--- src/rtl/sr_status_pkg.sv ---
package sr_status_pkg;
    localparam logic [7:0] OP_WREN = 8'h06;
    localparam logic [7:0] OP_RDSR = 8'h05;
    localparam logic [7:0] OP_WRSR = 8'h01;

    localparam int BYTE_BITS = 8;

    // bit positions of the status byte
    localparam int ST_LOCK = 7;
    localparam int ST_BP1  = 3;
    localparam int ST_BP0  = 2;
    localparam int ST_WEL  = 1;
    localparam int ST_BUSY = 0;
endpackage

--- src/rtl/sr_spi_rx.sv ---
module sr_spi_rx
    import sr_status_pkg::*;
#(
    parameter int CNT_W = 5
) (
    input  logic             clk,
    input  logic             rst_n,
    input  logic             sck_i,
    input  logic             cs_n_i,
    input  logic             mosi_i,
    output logic             sck_fall_o,
    output logic             cs_rise_o,
    output logic [CNT_W-1:0] bit_cnt_o,
    output logic [7:0]       opcode_o,
    output logic [7:0]       last_byte_o
);
    localparam logic [CNT_W-1:0] CNT_SAT  = '1;
    localparam logic [CNT_W-1:0] CNT_LAST = CNT_W'(BYTE_BITS - 1);

    typedef struct packed {
        logic             sck;
        logic             cs_n;
        logic [CNT_W-1:0] cnt;
        logic [7:0]       op;
        logic [7:0]       sh;
    } rx_t;

    rx_t  rx_q, rx_d;
    logic sck_rise;

    always_comb begin
        sck_rise   = !cs_n_i && sck_i && !rx_q.sck;
        sck_fall_o = !cs_n_i && !sck_i && rx_q.sck;
        cs_rise_o  = cs_n_i && !rx_q.cs_n;

        rx_d      = rx_q;
        rx_d.sck  = sck_i;
        rx_d.cs_n = cs_n_i;
        if (cs_n_i) begin
            rx_d.cnt = '0;
            rx_d.op  = '0;
            rx_d.sh  = '0;
        end else if (sck_rise) begin
            rx_d.sh = {rx_q.sh[6:0], mosi_i};
            if (rx_q.cnt != CNT_SAT) begin
                rx_d.cnt = rx_q.cnt + 1'b1;
            end
            if (rx_q.cnt == CNT_LAST) begin
                rx_d.op = {rx_q.sh[6:0], mosi_i};
            end
        end
    end

    always_ff @(posedge clk) begin
        if (!rst_n) begin
            rx_q      <= '0;
            rx_q.cs_n <= 1'b1;
        end else begin
            rx_q <= rx_d;
        end
    end

    assign bit_cnt_o   = rx_q.cnt;
    assign opcode_o    = rx_q.op;
    assign last_byte_o = rx_q.sh;
endmodule

--- src/rtl/sr_miso_tx.sv ---
module sr_miso_tx (
    input  logic       clk,
    input  logic       rst_n,
    input  logic       cs_n_i,
    input  logic       fall_i,
    input  logic       active_i,
    input  logic [7:0] status_i,
    output logic       miso_o
);
    typedef struct packed {
        logic [2:0] idx;
        logic [7:0] snap;
        logic       miso;
    } tx_t;

    tx_t tx_q, tx_d;

    always_comb begin
        tx_d = tx_q;
        if (cs_n_i) begin
            tx_d = '0;
        end else if (fall_i && active_i) begin
            if (tx_q.idx == 3'd0) begin
                tx_d.snap = status_i;
                tx_d.miso = status_i[7];
            end else begin
                tx_d.miso = tx_q.snap[~tx_q.idx];
            end
            tx_d.idx = tx_q.idx + 3'd1;
        end
    end

    always_ff @(posedge clk) begin
        if (!rst_n) begin
            tx_q <= '0;
        end else begin
            tx_q <= tx_d;
        end
    end

    assign miso_o = tx_q.miso;
endmodule

--- src/rtl/sr_write_timer.sv ---
module sr_write_timer #(
    parameter int WCYC_CYCLES = 400
) (
    input  logic clk,
    input  logic rst_n,
    input  logic start_i,
    output logic busy_o,
    output logic done_o
);
    localparam int CW = (WCYC_CYCLES > 1) ? $clog2(WCYC_CYCLES) : 1;
    localparam logic [CW-1:0] CNT_LOAD = CW'(WCYC_CYCLES - 1);

    typedef struct packed {
        logic          busy;
        logic [CW-1:0] cnt;
    } tm_t;

    tm_t tm_q, tm_d;

    always_comb begin
        tm_d   = tm_q;
        done_o = tm_q.busy && (tm_q.cnt == '0);
        if (tm_q.busy) begin
            if (tm_q.cnt == '0) begin
                tm_d.busy = 1'b0;
            end else begin
                tm_d.cnt = tm_q.cnt - 1'b1;
            end
        end else if (start_i) begin
            tm_d.busy = 1'b1;
            tm_d.cnt  = CNT_LOAD;
        end
    end

    always_ff @(posedge clk) begin
        if (!rst_n) begin
            tm_q <= '0;
        end else begin
            tm_q <= tm_d;
        end
    end

    assign busy_o = tm_q.busy;
endmodule

--- src/rtl/sr_status_ctrl.sv ---
module sr_status_ctrl
    import sr_status_pkg::*;
#(
    parameter int WCYC_CYCLES = 400,
    parameter int CNT_W       = 5
) (
    input  logic       clk,
    input  logic       rst_n,
    input  logic       spi_sck,
    input  logic       spi_cs_n,
    input  logic       spi_mosi,
    input  logic       spi_wp_n,
    output logic       spi_miso,
    output logic [7:0] status_o
);
    localparam logic [CNT_W-1:0] CNT_CMD  = CNT_W'(BYTE_BITS);
    localparam logic [CNT_W-1:0] CNT_DATA = CNT_W'(2 * BYTE_BITS);

    typedef struct packed {
        logic       lock;
        logic [1:0] bp;
        logic       wel;
        logic       pend_lock;
        logic [1:0] pend_bp;
    } st_t;

    st_t st_q, st_d;

    logic             sck_fall, cs_rise, busy, done;
    logic [CNT_W-1:0] bit_cnt;
    logic [7:0]       opcode, last_byte, status_byte;
    logic             rd_active, locked, take_wren, take_wrsr;

    sr_spi_rx #(.CNT_W(CNT_W)) rx_i (
        .clk         (clk),
        .rst_n       (rst_n),
        .sck_i       (spi_sck),
        .cs_n_i      (spi_cs_n),
        .mosi_i      (spi_mosi),
        .sck_fall_o  (sck_fall),
        .cs_rise_o   (cs_rise),
        .bit_cnt_o   (bit_cnt),
        .opcode_o    (opcode),
        .last_byte_o (last_byte)
    );

    sr_write_timer #(.WCYC_CYCLES(WCYC_CYCLES)) tmr_i (
        .clk     (clk),
        .rst_n   (rst_n),
        .start_i (take_wrsr),
        .busy_o  (busy),
        .done_o  (done)
    );

    sr_miso_tx tx_i (
        .clk      (clk),
        .rst_n    (rst_n),
        .cs_n_i   (spi_cs_n),
        .fall_i   (sck_fall),
        .active_i (rd_active),
        .status_i (status_byte),
        .miso_o   (spi_miso)
    );

    always_comb begin
        status_byte          = '0;
        status_byte[ST_LOCK] = st_q.lock;
        status_byte[ST_BP1]  = st_q.bp[1];
        status_byte[ST_BP0]  = st_q.bp[0];
        status_byte[ST_WEL]  = st_q.wel;
        status_byte[ST_BUSY] = busy;

        rd_active = (bit_cnt >= CNT_CMD) && (opcode == OP_RDSR);
        locked    = st_q.lock && !spi_wp_n;
        take_wren = cs_rise && !busy && (bit_cnt == CNT_CMD) && (opcode == OP_WREN);
        take_wrsr = cs_rise && !busy && (bit_cnt == CNT_DATA) && (opcode == OP_WRSR)
                    && st_q.wel && !locked;

        st_d = st_q;
        if (take_wren) begin
            st_d.wel = 1'b1;
        end
        if (take_wrsr) begin
            st_d.pend_lock = last_byte[ST_LOCK];
            st_d.pend_bp   = {last_byte[ST_BP1], last_byte[ST_BP0]};
        end
        if (done) begin
            st_d.lock = st_q.pend_lock;
            st_d.bp   = st_q.pend_bp;
            st_d.wel  = 1'b0;
        end
    end

    always_ff @(posedge clk) begin
        if (!rst_n) begin
            st_q <= '0;
        end else begin
            st_q <= st_d;
        end
    end

    assign status_o = status_byte;
endmodule

--- config.mk ---
export PLATFORM = sky130hd
export DESIGN_NAME = sr_status_ctrl
export DESIGN_NICKNAME = d
export VERILOG_FILES = /design/src/rtl/sr_status_pkg.sv /design/src/rtl/sr_spi_rx.sv /design/src/rtl/sr_miso_tx.sv /design/src/rtl/sr_write_timer.sv /design/src/rtl/sr_status_ctrl.sv
export SDC_FILE = /design/constraint.sdc
export NUM_CORES = 1
export LEC_CHECK = 0
export BUFFER_PORTS_ARGS = -buffer_cell sky130_fd_sc_hd__buf_2
export CORE_ASPECT_RATIO = 1.2
export CORE_UTILIZATION = 35
export CTS_CLUSTER_DIAMETER = 100
export DETAILED_ROUTE_END_ITERATION = 8
export GPL_TIMING_DRIVEN = 0
export SLEW_MARGIN = 40
export SYNTH_ARGS = -nofsm -noshare
export SYNTH_HDL_FRONTEND = slang
export SYNTH_SLANG_ARGS = --single-unit
--- constraint.sdc ---
create_clock -name clk -period 1.8 [get_ports clk]
set_clock_uncertainty 0.2 [all_clocks]
set_input_delay 0.45 -clock clk [delete_from_list [all_inputs] [get_ports clk]]
set_output_delay 0.45 -clock clk [all_outputs]
set_load 0.01 [all_outputs]
==> impl_metrics.ini <==
[logic_synthesis]
ys_top_cells_by_area = sky130_fd_sc_hd__dfxtp_1, sky130_fd_sc_hd__a21oi_1, sky130_fd_sc_hd__mux2i_1
synth_largest_type_area_fraction = 0.426
syn_inst = 258
yosysWarnings = 0
ys_ff_latch = 49
netlist-cell-type-count = 51
yosys.area.top_type = sky130_fd_sc_hd__dfxtp_1
synthArstFlopShare = 0
postSynth.topFlopCell = sky130_fd_sc_hd__dfxtp_1
synth_seq_area_share = 0.426
syn-cell-area_um2 = 2300
post_synth.cell_area_avg_um2 = 8.93
synth-edff-count = 0

[pwr]
static-leakage-power_nw = 1.17
irDropWorstVdd_v = 0.000419
power_density_nw_per_um2 = 591
power.total_mw = 1.82

[worst_setup_path]
worst_ep_required_time_ns = 1.84
worstSetupStartpointType = register
critical_path_arrival_ns = 1.94
endpoint_kind = register
cp-endpoint = tmr_i.tm_q[1]
worst_setup_path_class = reg -> reg
reg2reg_to = tmr_i.tm_q[1]
timing.critical_path.from = tmr_i.tm_q[8]
critical_path_peak_fanout = 3
worst_reg_to_reg_path_cell_count = 5
rr_startpoint = tmr_i.tm_q[8]
ff2ff_setup_slack_ns = -0.1

[grt]
use_met1 = 0.198
track_usage = 0.158
grt_pass1_wl_um = 8740
pin_count_of_the_biggest_net_entering_global_routing = 16
grt_antenna_before_repair = 0
met3_global_route_usage = 0.0364
grt-ovfl-total = 0
busiest_layer = met2
first_global_vias = 1822
use_met2 = 0.274

[clock_tree]
max-clock-path-buffers = 2
clock_buffer_count_from_cts = 5
cts_num_sinks = 49
insertion_delay_ns = 0.31
holdBufCountCts = 0
clkSlewWorstSetupHoldPaths_ns = 0.10
clock_tree.root_cell = sky130_fd_sc_hd__clkbuf_8
cts-htree-levels = 2
tritoncts = done

[final_layout]
fin_nets = 307
fin_cells = 381
drive_above_1_share = 0.375
number_of_inserted_filler_cells_in_the_final_layout = 607
diode_count = 0
synthToLayoutAreaGrowth_pct = 33.9

[timing]
timing.fmax_mhz = 527
grt_setup_unrepaired = true
worst-slew-pin-transition_ns = 0.532
final_critical_path_setup_slack_ns = -0.0968
final_min_period_over_clock_period = 1.05
timing.final.hold_violations = 0
fin_crit_ns = 1.90
finalSetupTns_ns = -0.456
report.final.setup_viol = 14
worst_slew_margin_rel = 0.645
final-max-slew-violation-count = 0

[drt]
drt-total-wl_um = 5420
detail_route.iter0.violations = 106
dr_total_vias = 1937
avgRoutedWirePerCell_um = 14.2
drcViolationCount = 0
first_pass_iters = 4
residual_antenna_violating_net_count_after_detailed_routing = 0
detail_route.vias_per_cell = 5.08

[floorplanning]
floorplan_row_count = 32
die_w_um = 76.1
design.core.area_um2 = 6410
floorplan.initialDensity = 0.360
design.die.area_um2 = 6910
die_height_um = 90.9
boundaryPins = 15

[placement]
place.port_buffers = 11
detailed_place_hpwl_um = 3550
dp.cells = 356
finalWeightedCongestion = 0.752

[status]
failed_checks = setup timing
outcome = finished, violations left

[worst_hold_path]
worst_hold_path_type = in -> reg

[run]
cap_viol_max_count = 0
[where the power goes]
part,switching [mW],internal (mW),total (mW)
Sequential,0.00308,1.08,1.09
Clock,0.380,0.275,0.654
Combinational,0.0510,0.0316,0.0826
Total,0.434,1.39,1.82
[layout make-up]
class / count / area, um^2 / area share
Multi-Input combinational cell: 178 / 1440 / 0.466
Tap cell: 85 / 106 / 0.0345
Clock inverter: 2 / 15.0 / 0.00487
Timing Repair Buffer: 32 / 279 / 0.0905
Sequential cell: 49 / 1010 / 0.328
Clock buffer: 6 / 72.6 / 0.0235
Buffer: 17 / 118 / 0.0381
Inverter: 12 / 45.0 / 0.0146
[what timing repair did]
item / in CTS / in global routing
setup buffers: 12 / 8
gates resized for setup: 37 / 38
pin swaps: 12 / 16
cloned: 0 / 1
endpoints found under the setup margin: 39 / 39
[layer usage]
layer  routed length [um]  vias to the layer above
li1                     -                      975
met1                 2500                      942
met2                 2770                       14
met3                   95                        6
met4                   53                        0
met5                    0                        -
[stage by stage]
stage	instance area (um^2)	hold WS, ns	worst slack, ns	util
after global placement	2530	0.250	-0.328	0.395
after CTS	2850	0.199	-0.0664	0.445
after floorplan	2370	0.237	-0.0885	-
after detailed placement	2530	0.253	-0.356	0.395
after global routing	3080	0.213	-0.142	0.481
final	3080	0.201	-0.0968	0.481
[synthesized netlist by cell type, types with 2 or more instances]
library cell	number
sky130_fd_sc_hd__clkbuf_1	8
sky130_fd_sc_hd__nand3_1	7
sky130_fd_sc_hd__o31ai_1	7
sky130_fd_sc_hd__nor3b_1	2
sky130_fd_sc_hd__nand2b_1	5
sky130_fd_sc_hd__nor2b_1	4
sky130_fd_sc_hd__buf_2	4
sky130_fd_sc_hd__and4bb_2	2
sky130_fd_sc_hd__o21ai_0	7
sky130_fd_sc_hd__mux2i_1	12
sky130_fd_sc_hd__inv_1	12
sky130_fd_sc_hd__or3_2	2
sky130_fd_sc_hd__or3_1	3
sky130_fd_sc_hd__o41ai_1	2
sky130_fd_sc_hd__nand2_1	20
sky130_fd_sc_hd__and2_1	2
sky130_fd_sc_hd__xnor2_1	3
sky130_fd_sc_hd__nor2_1	23
sky130_fd_sc_hd__o21a_1	2
sky130_fd_sc_hd__nand4_1	8
sky130_fd_sc_hd__nor3_1	3
sky130_fd_sc_hd__and3_1	2
sky130_fd_sc_hd__or4_1	2
sky130_fd_sc_hd__nand4bb_1	2
sky130_fd_sc_hd__a21oi_1	26
sky130_fd_sc_hd__a31oi_1	3
sky130_fd_sc_hd__ha_1	6
sky130_fd_sc_hd__buf_4	8
sky130_fd_sc_hd__dfxtp_1	49
[cells by family after synthesis]
group,synth area share
flops,0.426
other cells,0.00163
compound gates,0.145
fa+ha+maj,0.0326
buf+inv,0.0690
simple gates,0.244
mux,0.0668
xor+xnor,0.0152
[cells in the final DEF, fill, tap and decap left out, drive strengths merged, types with 2 or more instances in the layout]
cell      count
dfxtp        49
buf          43
a21oi        27
nor2         23
nand2        20
mux2i        12
inv          12
clkbuf       12
nand4         8
nand3         7
o21ai         7
o31ai         7
or3           6
ha            6
nand2b        5
nor2b         4
conb          3
xnor2         3
o41ai         3
a31oi         3
nor3          3
or4           3
and4bb        2
and2          2
or4b          2
o21a          2
clkinvlp      2
and3          2
nor4b         2
nand4bb       2
nor3b         2
[how the worst min path moves through the flow]
stage,from,to,slack [ns],cells past startpoint
after floorplan,rx_i.last_byte_o[7],rx_i.last_byte_o[7],0.24,2
after global placement,tmr_i.tm_q[8],tmr_i.tm_q[8],0.25,2
after detailed placement,rx_i.last_byte_o[7],rx_i.last_byte_o[7],0.25,2
after CTS,spi_mosi,rx_i.last_byte_o[0],0.20,3
after global routing,spi_mosi,rx_i.last_byte_o[0],0.21,3
final,spi_mosi,rx_i.last_byte_o[0],0.20,3
[critical path: stages, from the launching register on]
cell                      delay, ns
sky130_fd_sc_hd__dfxtp_2       0.33
sky130_fd_sc_hd__or3_4         0.40
sky130_fd_sc_hd__o41ai_4       0.31
sky130_fd_sc_hd__buf_4         0.19
sky130_fd_sc_hd__mux2_4        0.30
sky130_fd_sc_hd__a21oi_2       0.10
[state kept, by name (all words and copies together) (netlist names)]
name	cells
rx_i.rx_q	2
status_o	4
tmr_i.busy_o	1
rx_i.opcode_o	8
tmr_i.tm_q	9
rx_i.bit_cnt_o	5
rx_i.last_byte_o	8
tx_i.miso_o	1
st_q	3
tx_i.tx_q	8
No activity file was read; power rests on OpenSTA's default activity.
